$ cat src/rtl/pwrseq_pkg.sv
package pwrseq_pkg;

  typedef enum logic [2:0] {
    ST_PWRDN  = 3'd0,
    ST_WAIT   = 3'd1,
    ST_RAMP   = 3'd2,
    ST_MEAS   = 3'd3,
    ST_SETTLE = 3'd4,
    ST_RUN    = 3'd5
  } seq_state_e;

  localparam int unsigned N_RATIOS = 7;

  // supported master/frame clock ratios, index order is irrelevant
  function automatic int unsigned legal_ratio(input int unsigned idx);
    case (idx)
      0:       legal_ratio = 128;
      1:       legal_ratio = 192;
      2:       legal_ratio = 256;
      3:       legal_ratio = 384;
      4:       legal_ratio = 512;
      5:       legal_ratio = 768;
      default: legal_ratio = 1024;
    endcase
  endfunction

endpackage

$ cat src/rtl/frame_edge.sv
module frame_edge #(
  parameter int unsigned SYNC_STAGES = 2
) (
  input  logic clk,
  input  logic rst,
  input  logic async_in,
  output logic rise_o
);
  logic [SYNC_STAGES:0] sh;

  always_ff @(posedge clk) begin
    if (rst) begin
      sh     <= '0;
      rise_o <= 1'b0;
    end else begin
      sh     <= {sh[SYNC_STAGES-1:0], async_in};
      rise_o <= sh[SYNC_STAGES-1] & ~sh[SYNC_STAGES];
    end
  end
endmodule

$ cat src/rtl/ratio_meter.sv
module ratio_meter
  import pwrseq_pkg::*;
#(
  parameter int unsigned MAX_RATIO = 1024,
  parameter int unsigned TOL       = 1,
  parameter int unsigned RW        = $clog2(MAX_RATIO + 1)
) (
  input  logic          clk,
  input  logic          rst,
  input  logic          en,
  input  logic          edge_i,
  output logic          done_o,
  output logic [RW-1:0] ratio_o
);
  localparam int unsigned LIMIT = MAX_RATIO + TOL;
  localparam int unsigned CW    = $clog2(LIMIT + 2);

  logic          armed;
  logic [CW-1:0] cnt;
  logic          hit;
  logic [RW-1:0] nom;

  always_comb begin
    int unsigned cv;
    cv  = 32'(cnt);
    hit = 1'b0;
    nom = '0;
    for (int i = 0; i < int'(N_RATIOS); i++) begin
      if (cv + TOL >= legal_ratio(i) && cv <= legal_ratio(i) + TOL) begin
        hit = 1'b1;
        nom = RW'(legal_ratio(i));
      end
    end
  end

  always_ff @(posedge clk) begin
    if (rst || !en) begin
      armed   <= 1'b0;
      cnt     <= '0;
      done_o  <= 1'b0;
      ratio_o <= '0;
    end else if (edge_i) begin
      armed  <= 1'b1;
      cnt    <= CW'(1);
      done_o <= armed & hit;
      if (armed && hit) ratio_o <= nom;
    end else begin
      done_o <= 1'b0;
      if (armed) begin
        if (cnt > CW'(LIMIT)) begin
          armed <= 1'b0;
          cnt   <= '0;
        end else begin
          cnt <= cnt + CW'(1);
        end
      end
    end
  end


  cnt_bound_chk: assert property (@(posedge clk) disable iff (rst)
    cnt <= CW'(LIMIT + 1));


  done_edge_chk: assert property (@(posedge clk) disable iff (rst)
    done_o |-> $past(edge_i));
endmodule

$ cat src/rtl/settle_timer.sv
module settle_timer #(
  parameter int unsigned FRAMES = 2048,
  parameter int unsigned CW     = $clog2(FRAMES + 1)
) (
  input  logic clk,
  input  logic rst,
  input  logic en,
  input  logic edge_i,
  output logic done_o
);
  logic [CW-1:0] cnt;

  always_ff @(posedge clk) begin
    if (rst || !en) begin
      cnt    <= '0;
      done_o <= 1'b0;
    end else if (edge_i) begin
      if (cnt == CW'(FRAMES - 1)) begin
        done_o <= 1'b1;
      end else begin
        cnt    <= cnt + CW'(1);
        done_o <= 1'b0;
      end
    end else begin
      done_o <= 1'b0;
    end
  end


  settle_edge_chk: assert property (@(posedge clk) disable iff (rst)
    done_o |-> $past(edge_i));


  settle_bound_chk: assert property (@(posedge clk) disable iff (rst)
    cnt <= CW'(FRAMES - 1));
endmodule

$ cat src/rtl/codec_pwrseq.sv
module codec_pwrseq
  import pwrseq_pkg::*;
#(
  parameter int unsigned RAMP_CYCLES   = 64,
  parameter int unsigned SETTLE_FRAMES = 2048,
  parameter int unsigned MAX_RATIO     = 1024,
  parameter int unsigned RATIO_TOL     = 1,
  parameter int unsigned SYNC_STAGES   = 2,
  parameter int unsigned RW            = $clog2(MAX_RATIO + 1)
) (
  input  logic          clk,
  input  logic          rst,
  input  logic          chip_enable,
  input  logic          pdn_bit,
  input  logic          mclk_ok,
  input  logic          frame_clk,
  output logic [2:0]    state_code,
  output logic          ctrl_port_en,
  output logic          filt_reset,
  output logic          conv_pwr_en,
  output logic          out_clamp,
  output logic          ratio_valid,
  output logic [RW-1:0] ratio,
  output logic          running
);
  localparam int unsigned RCW = $clog2(RAMP_CYCLES + 1);

  seq_state_e    state_q, nxt;
  logic [RCW-1:0] ramp_cnt;
  logic          frame_rise;
  logic          meas_done, settle_done;
  logic [RW-1:0] meas_ratio;

  frame_edge #(.SYNC_STAGES(SYNC_STAGES)) u_edge (
    .clk      (clk),
    .rst      (rst),
    .async_in (frame_clk),
    .rise_o   (frame_rise)
  );

  ratio_meter #(.MAX_RATIO(MAX_RATIO), .TOL(RATIO_TOL), .RW(RW)) u_meter (
    .clk     (clk),
    .rst     (rst),
    .en      (state_q == ST_MEAS),
    .edge_i  (frame_rise),
    .done_o  (meas_done),
    .ratio_o (meas_ratio)
  );

  settle_timer #(.FRAMES(SETTLE_FRAMES)) u_settle (
    .clk    (clk),
    .rst    (rst),
    .en     (state_q == ST_SETTLE),
    .edge_i (frame_rise),
    .done_o (settle_done)
  );

  always_comb begin
    nxt = state_q;
    if (!chip_enable || pdn_bit) begin
      nxt = ST_PWRDN;
    end else begin
      unique case (state_q)
        ST_PWRDN:  nxt = ST_WAIT;
        ST_WAIT:   if (mclk_ok) nxt = ST_RAMP;
        ST_RAMP:   if (!mclk_ok) nxt = ST_WAIT;
                   else if (ramp_cnt == RCW'(RAMP_CYCLES - 1)) nxt = ST_MEAS;
        ST_MEAS:   if (!mclk_ok) nxt = ST_WAIT;
                   else if (meas_done) nxt = ST_SETTLE;
        ST_SETTLE: if (!mclk_ok) nxt = ST_WAIT;
                   else if (settle_done) nxt = ST_RUN;
        ST_RUN:    if (!mclk_ok) nxt = ST_WAIT;
        default:   nxt = ST_PWRDN;
      endcase
    end
  end

  always_ff @(posedge clk) begin
    if (rst) begin
      state_q      <= ST_PWRDN;
      ramp_cnt     <= '0;
      ratio        <= '0;
      state_code   <= 3'd0;
      ctrl_port_en <= 1'b0;
      filt_reset   <= 1'b1;
      conv_pwr_en  <= 1'b0;
      out_clamp    <= 1'b1;
      ratio_valid  <= 1'b0;
      running      <= 1'b0;
    end else begin
      state_q      <= nxt;
      ramp_cnt     <= (state_q == ST_RAMP) ? ramp_cnt + RCW'(1) : '0;
      if (state_q == ST_MEAS && meas_done) ratio <= meas_ratio;
      state_code   <= nxt;
      ctrl_port_en <= chip_enable;
      filt_reset   <= (nxt == ST_PWRDN);
      conv_pwr_en  <= (nxt == ST_RAMP) || (nxt == ST_MEAS) ||
                      (nxt == ST_SETTLE) || (nxt == ST_RUN);
      out_clamp    <= (nxt != ST_RUN);
      ratio_valid  <= (nxt == ST_SETTLE) || (nxt == ST_RUN);
      running      <= (nxt == ST_RUN);
    end
  end


  pdn_force_chk: assert property (@(posedge clk) disable iff (rst)
    (pdn_bit || !chip_enable) |=> (state_code == 3'd0 && !conv_pwr_en));


  port_follow_chk: assert property (@(posedge clk) disable iff (rst)
    chip_enable |=> ctrl_port_en);


  clk_loss_chk: assert property (@(posedge clk) disable iff (rst)
    (!mclk_ok && chip_enable && !pdn_bit && state_q != ST_PWRDN)
      |=> (state_code == 3'd1));


  run_entry_chk: assert property (@(posedge clk) disable iff (rst)
    $rose(running) |-> ($past(state_q) == ST_SETTLE && $past(settle_done)));


  ratio_hold_chk: assert property (@(posedge clk) disable iff (rst)
    (ratio_valid && $past(ratio_valid)) |-> $stable(ratio));
endmodule

$ cat config.mk
export PLATFORM = sky130hd
export DESIGN_NAME = codec_pwrseq
export DESIGN_NICKNAME = d
export VERILOG_FILES = /design/src/rtl/pwrseq_pkg.sv /design/src/rtl/frame_edge.sv /design/src/rtl/ratio_meter.sv /design/src/rtl/settle_timer.sv /design/src/rtl/codec_pwrseq.sv
export SDC_FILE = /design/constraint.sdc
export NUM_CORES = 1
export LEC_CHECK = 0
export CAP_MARGIN = 20
export CORE_MARGIN = 8
export CORE_UTILIZATION = 33
export CTS_CLUSTER_SIZE = 28
export DETAILED_ROUTE_END_ITERATION = 6
export DONT_BUFFER_PORTS = 1
export PLACE_DENSITY = 0.46
export SKIP_LAST_GASP = 1
export SYNTH_ARGS = -nofsm -noshare
export SYNTH_HDL_FRONTEND = slang
export SYNTH_SLANG_ARGS = --single-unit
export TNS_END_PERCENT = 20
$ cat constraint.sdc
create_clock -name clk -period 2.46 [get_ports clk]
set_input_delay 0.492 -clock clk [delete_from_list [all_inputs] [get_ports clk]]
set_output_delay 0.492 -clock clk [all_outputs]
set_load 0.03 [all_outputs]
==> flow_metrics.tcl <==
set metrics [dict create \
    powerDensity_nw_per_um2 485.8 \
    first_pass_iters 5 \
    grt_pass1_wl_mm 10.96 \
    cts_root_buf "clkbuf_8" \
    ir_worst_vdd_uv 216.9 \
    clockBufferDepth 2 \
    design.die.area_um2 11550 \
    grt_pass1_vias 2194 \
    synth-seq-area-share_pct 40.60 \
    syn_area_per_cell_um2 8.292 \
    cts_buffers 5 \
    fmax_mhz 418.5 \
    finalSetupViolations 0 \
    fp.dieH_um 107.5 \
    synth.top_cell.area_share_pct 40.60 \
    vias 2318 \
    portBuffers 0 \
    viasPerCell 5.221 \
    crit_type "reg -> reg" \
    synth_area_leaders "dfxtp_1, nor2_1, a21oi_1" \
    worstPathArrival_ns 2.61 \
    num_rows 33 \
    hold-worst-slack_ns 0.2322 \
    layout_worst_path_cycle_share_pct 97.14 \
    synth_cell_type_count 57 \
    globalplace.congestion 0.8757 \
    fin_area_um2 3035 \
    synth_warnings 0 \
    yosysMostFrequentCell "dfxtp_1" \
    antenna_left 0 \
    start_util_pct 33.78 \
    num-fill-cells 852 \
    grt_max_degree 20 \
    p_leak_nw 0.9915 \
    die_w_um 107.5 \
    hold_class "in -> reg" \
    status "finished, final reports clean" \
    drt-wirelength-per-cell_um 14.73 \
    drive_gt1_share_pct 12.39 \
    fin_tns_setup_ns 0 \
    drtIter0Drc 154 \
    post_dp_cell_area_um2 2918 \
    place_hpwl_mm 4.822 \
    cts_tree "yes" \
    syn2layout_area_growth_pct 9.923 \
    nNetsFinal 348 \
    synth.top_cells.by_count "dfxtp_1, nor2_1, a21oi_1, nand2_1" \
    boundaryPins 26 \
    gr-total-overflow 0 \
    antenna_found_initial 0 \
    clk_latency_ns 0.31 \
    start_kind "register" \
    coreArea_um2 8175 \
    route.detailed.drc 0 \
    end_kind "register" \
    n_antenna_cell 0 \
    clock-sinks 56 \
    rsz0062_at_grt "true" \
    grt.total_usage_pct 11.67 \
    synth_area_leader_cell "dfxtp_1" \
    synthCells 333 \
    post-cts-setup-buffers 0 \
    syn_area_um2 2761 \
    drt_wl_total_mm 6.542 \
    worstPathMaxFanout 8 \
    drv_cap 0 \
    ys.flop_type "dfxtp_1" \
    required_ns 2.68 \
    skew_ns 0.005765 \
    finalHoldViolations 0 \
    synth_edf_count 0 \
    htree_levels 2 \
    ys_async_sr_fraction_pct 0 \
    maxSlewViolCount 0 \
    ys_ff_latch 56 \
    slew_headroom_pct 57.47 \
    clk_pin_slew_ns 0.11 \
    worst_pin_slew_ns 0.6371 \
    period_minus_slack_ns 2.390 \
]
power breakdown:
group / switching [mW] / total, mW / internal [mW]
Clock: 0.322 / 0.532 / 0.210
Combinational: 0.0182 / 0.0240 / 0.00577
Sequential: 0.00815 / 0.919 / 0.911
area by class of cell:
type / instances / area [um^2] / area share, %
repair buffers: 18 / 135.1 / 4.452
flip-flops and latches: 56 / 1127 / 37.14
clock inverters: 3 / 27.53 / 0.9068
well taps: 105 / 131.4 / 4.328
inverters: 10 / 37.54 / 1.237
multi-input cells: 247 / 1508 / 49.67
clock buffers: 5 / 68.82 / 2.267
metrics by stage:
| step | cells | power, mW | setup WS [ns] | utilization, % |
|---|---|---|---|---|
| floorplan | 338 | 0.9695 | 0.1712 | - |
| global placement | 436 | 0.9637 | 0.01847 | 35.69 |
| detailed placement | 436 | 0.9638 | 0.0001241 | 35.69 |
| CTS | 444 | 1.506 | 0.03857 | 36.98 |
| global route | 444 | 1.539 | -0.02504 | 37.13 |
| finish | 444 | 1.475 | 0.07032 | 37.13 |
worst max-delay path, stage by stage, from the launching register on:
cell,delay (ns)
dfxtp_2,0.37
buf_4,0.16
nand4_1,0.20
o31ai_4,0.35
o2111ai_1,0.18
o41a_1,0.40
a221o_1,0.39
o221a_1,0.25
routing by layer:
layer	part of all wire, %	up-vias	GRT usage [%]
met4	0.90	0	3.171
met3	6.0	6	2.994
li1	-	1185	-
met2	45	65	18.40
met5	0	-	0
met1	48	1062	15.35
state kept, by name (all words and copies together) (netlist names):
signal and flops:
ratio 5, u_meter.ratio_o 5, u_meter.done_o 1, u_edge.rise_o 1, conv_pwr_en 1, u_settle.done_o 1, state_q 3, ctrl_port_en 1
running 1, u_meter.armed 1, u_meter.cnt 11, ramp_cnt 7, ratio_valid 1, out_clamp 1, u_edge.sh 3, u_settle.cnt 12
filt_reset 1
final timing paths:
check             slack (ns)                              end  depth (start not counted)                         from
setup reg to reg        0.07  u_meter.ratio_o[8]$_SDFFE_PP0P_                          7  u_meter.cnt[0]$_SDFFE_PP0P_
setup / recovery        0.07  u_meter.ratio_o[8]$_SDFFE_PP0P_                          7  u_meter.cnt[0]$_SDFFE_PP0P_
hold reg to reg         0.39         u_edge.rise_o$_SDFF_PP0_                          1      u_edge.sh[2]$_SDFF_PP0_
hold / removal          0.23            ratio[6]$_SDFFE_PP0P_                          1                          rst
timing repair:
action	in CTS	in global routing
hold buffers	0	0
gates resized for setup	1	6
pin swaps	0	3
endpoints found under the setup margin	1	4
cell usage in the layout, fill, tap and decap left out, drive strengths merged, types with 3 or more instances in the layout:
| cell | count |
|---|---|
| nor2 | 49 |
| and4 | 3 |
| o21ai | 16 |
| a31oi | 3 |
| clkbuf | 5 |
| a21oi | 22 |
| ha | 4 |
| conb | 6 |
| xor2 | 11 |
| a22oi | 4 |
| o211ai | 3 |
| and3 | 7 |
| nor3 | 8 |
| mux2i | 7 |
| nor4 | 4 |
| nand2 | 20 |
| dfxtp | 56 |
| or3 | 5 |
| nand3b | 3 |
| nor2b | 7 |
| nand2b | 3 |
| nand4 | 10 |
| nand3 | 16 |
| inv | 11 |
| buf | 18 |
| xnor2 | 5 |
cells by family after synthesis:
kind of cell,count (synthesis),share of synthesized area (%)
muxes,8,2.945
and+or+nand+nor,142,26.19
DFF,56,40.60
adders and majority gates,4,1.812
AOI/OAI and AO/OA,71,17.22
other,1,0.1358
buffers and inverters,35,6.026
xor gates and xnor gates,16,5.075
Note: power is estimated with default switching activity, not from simulation.
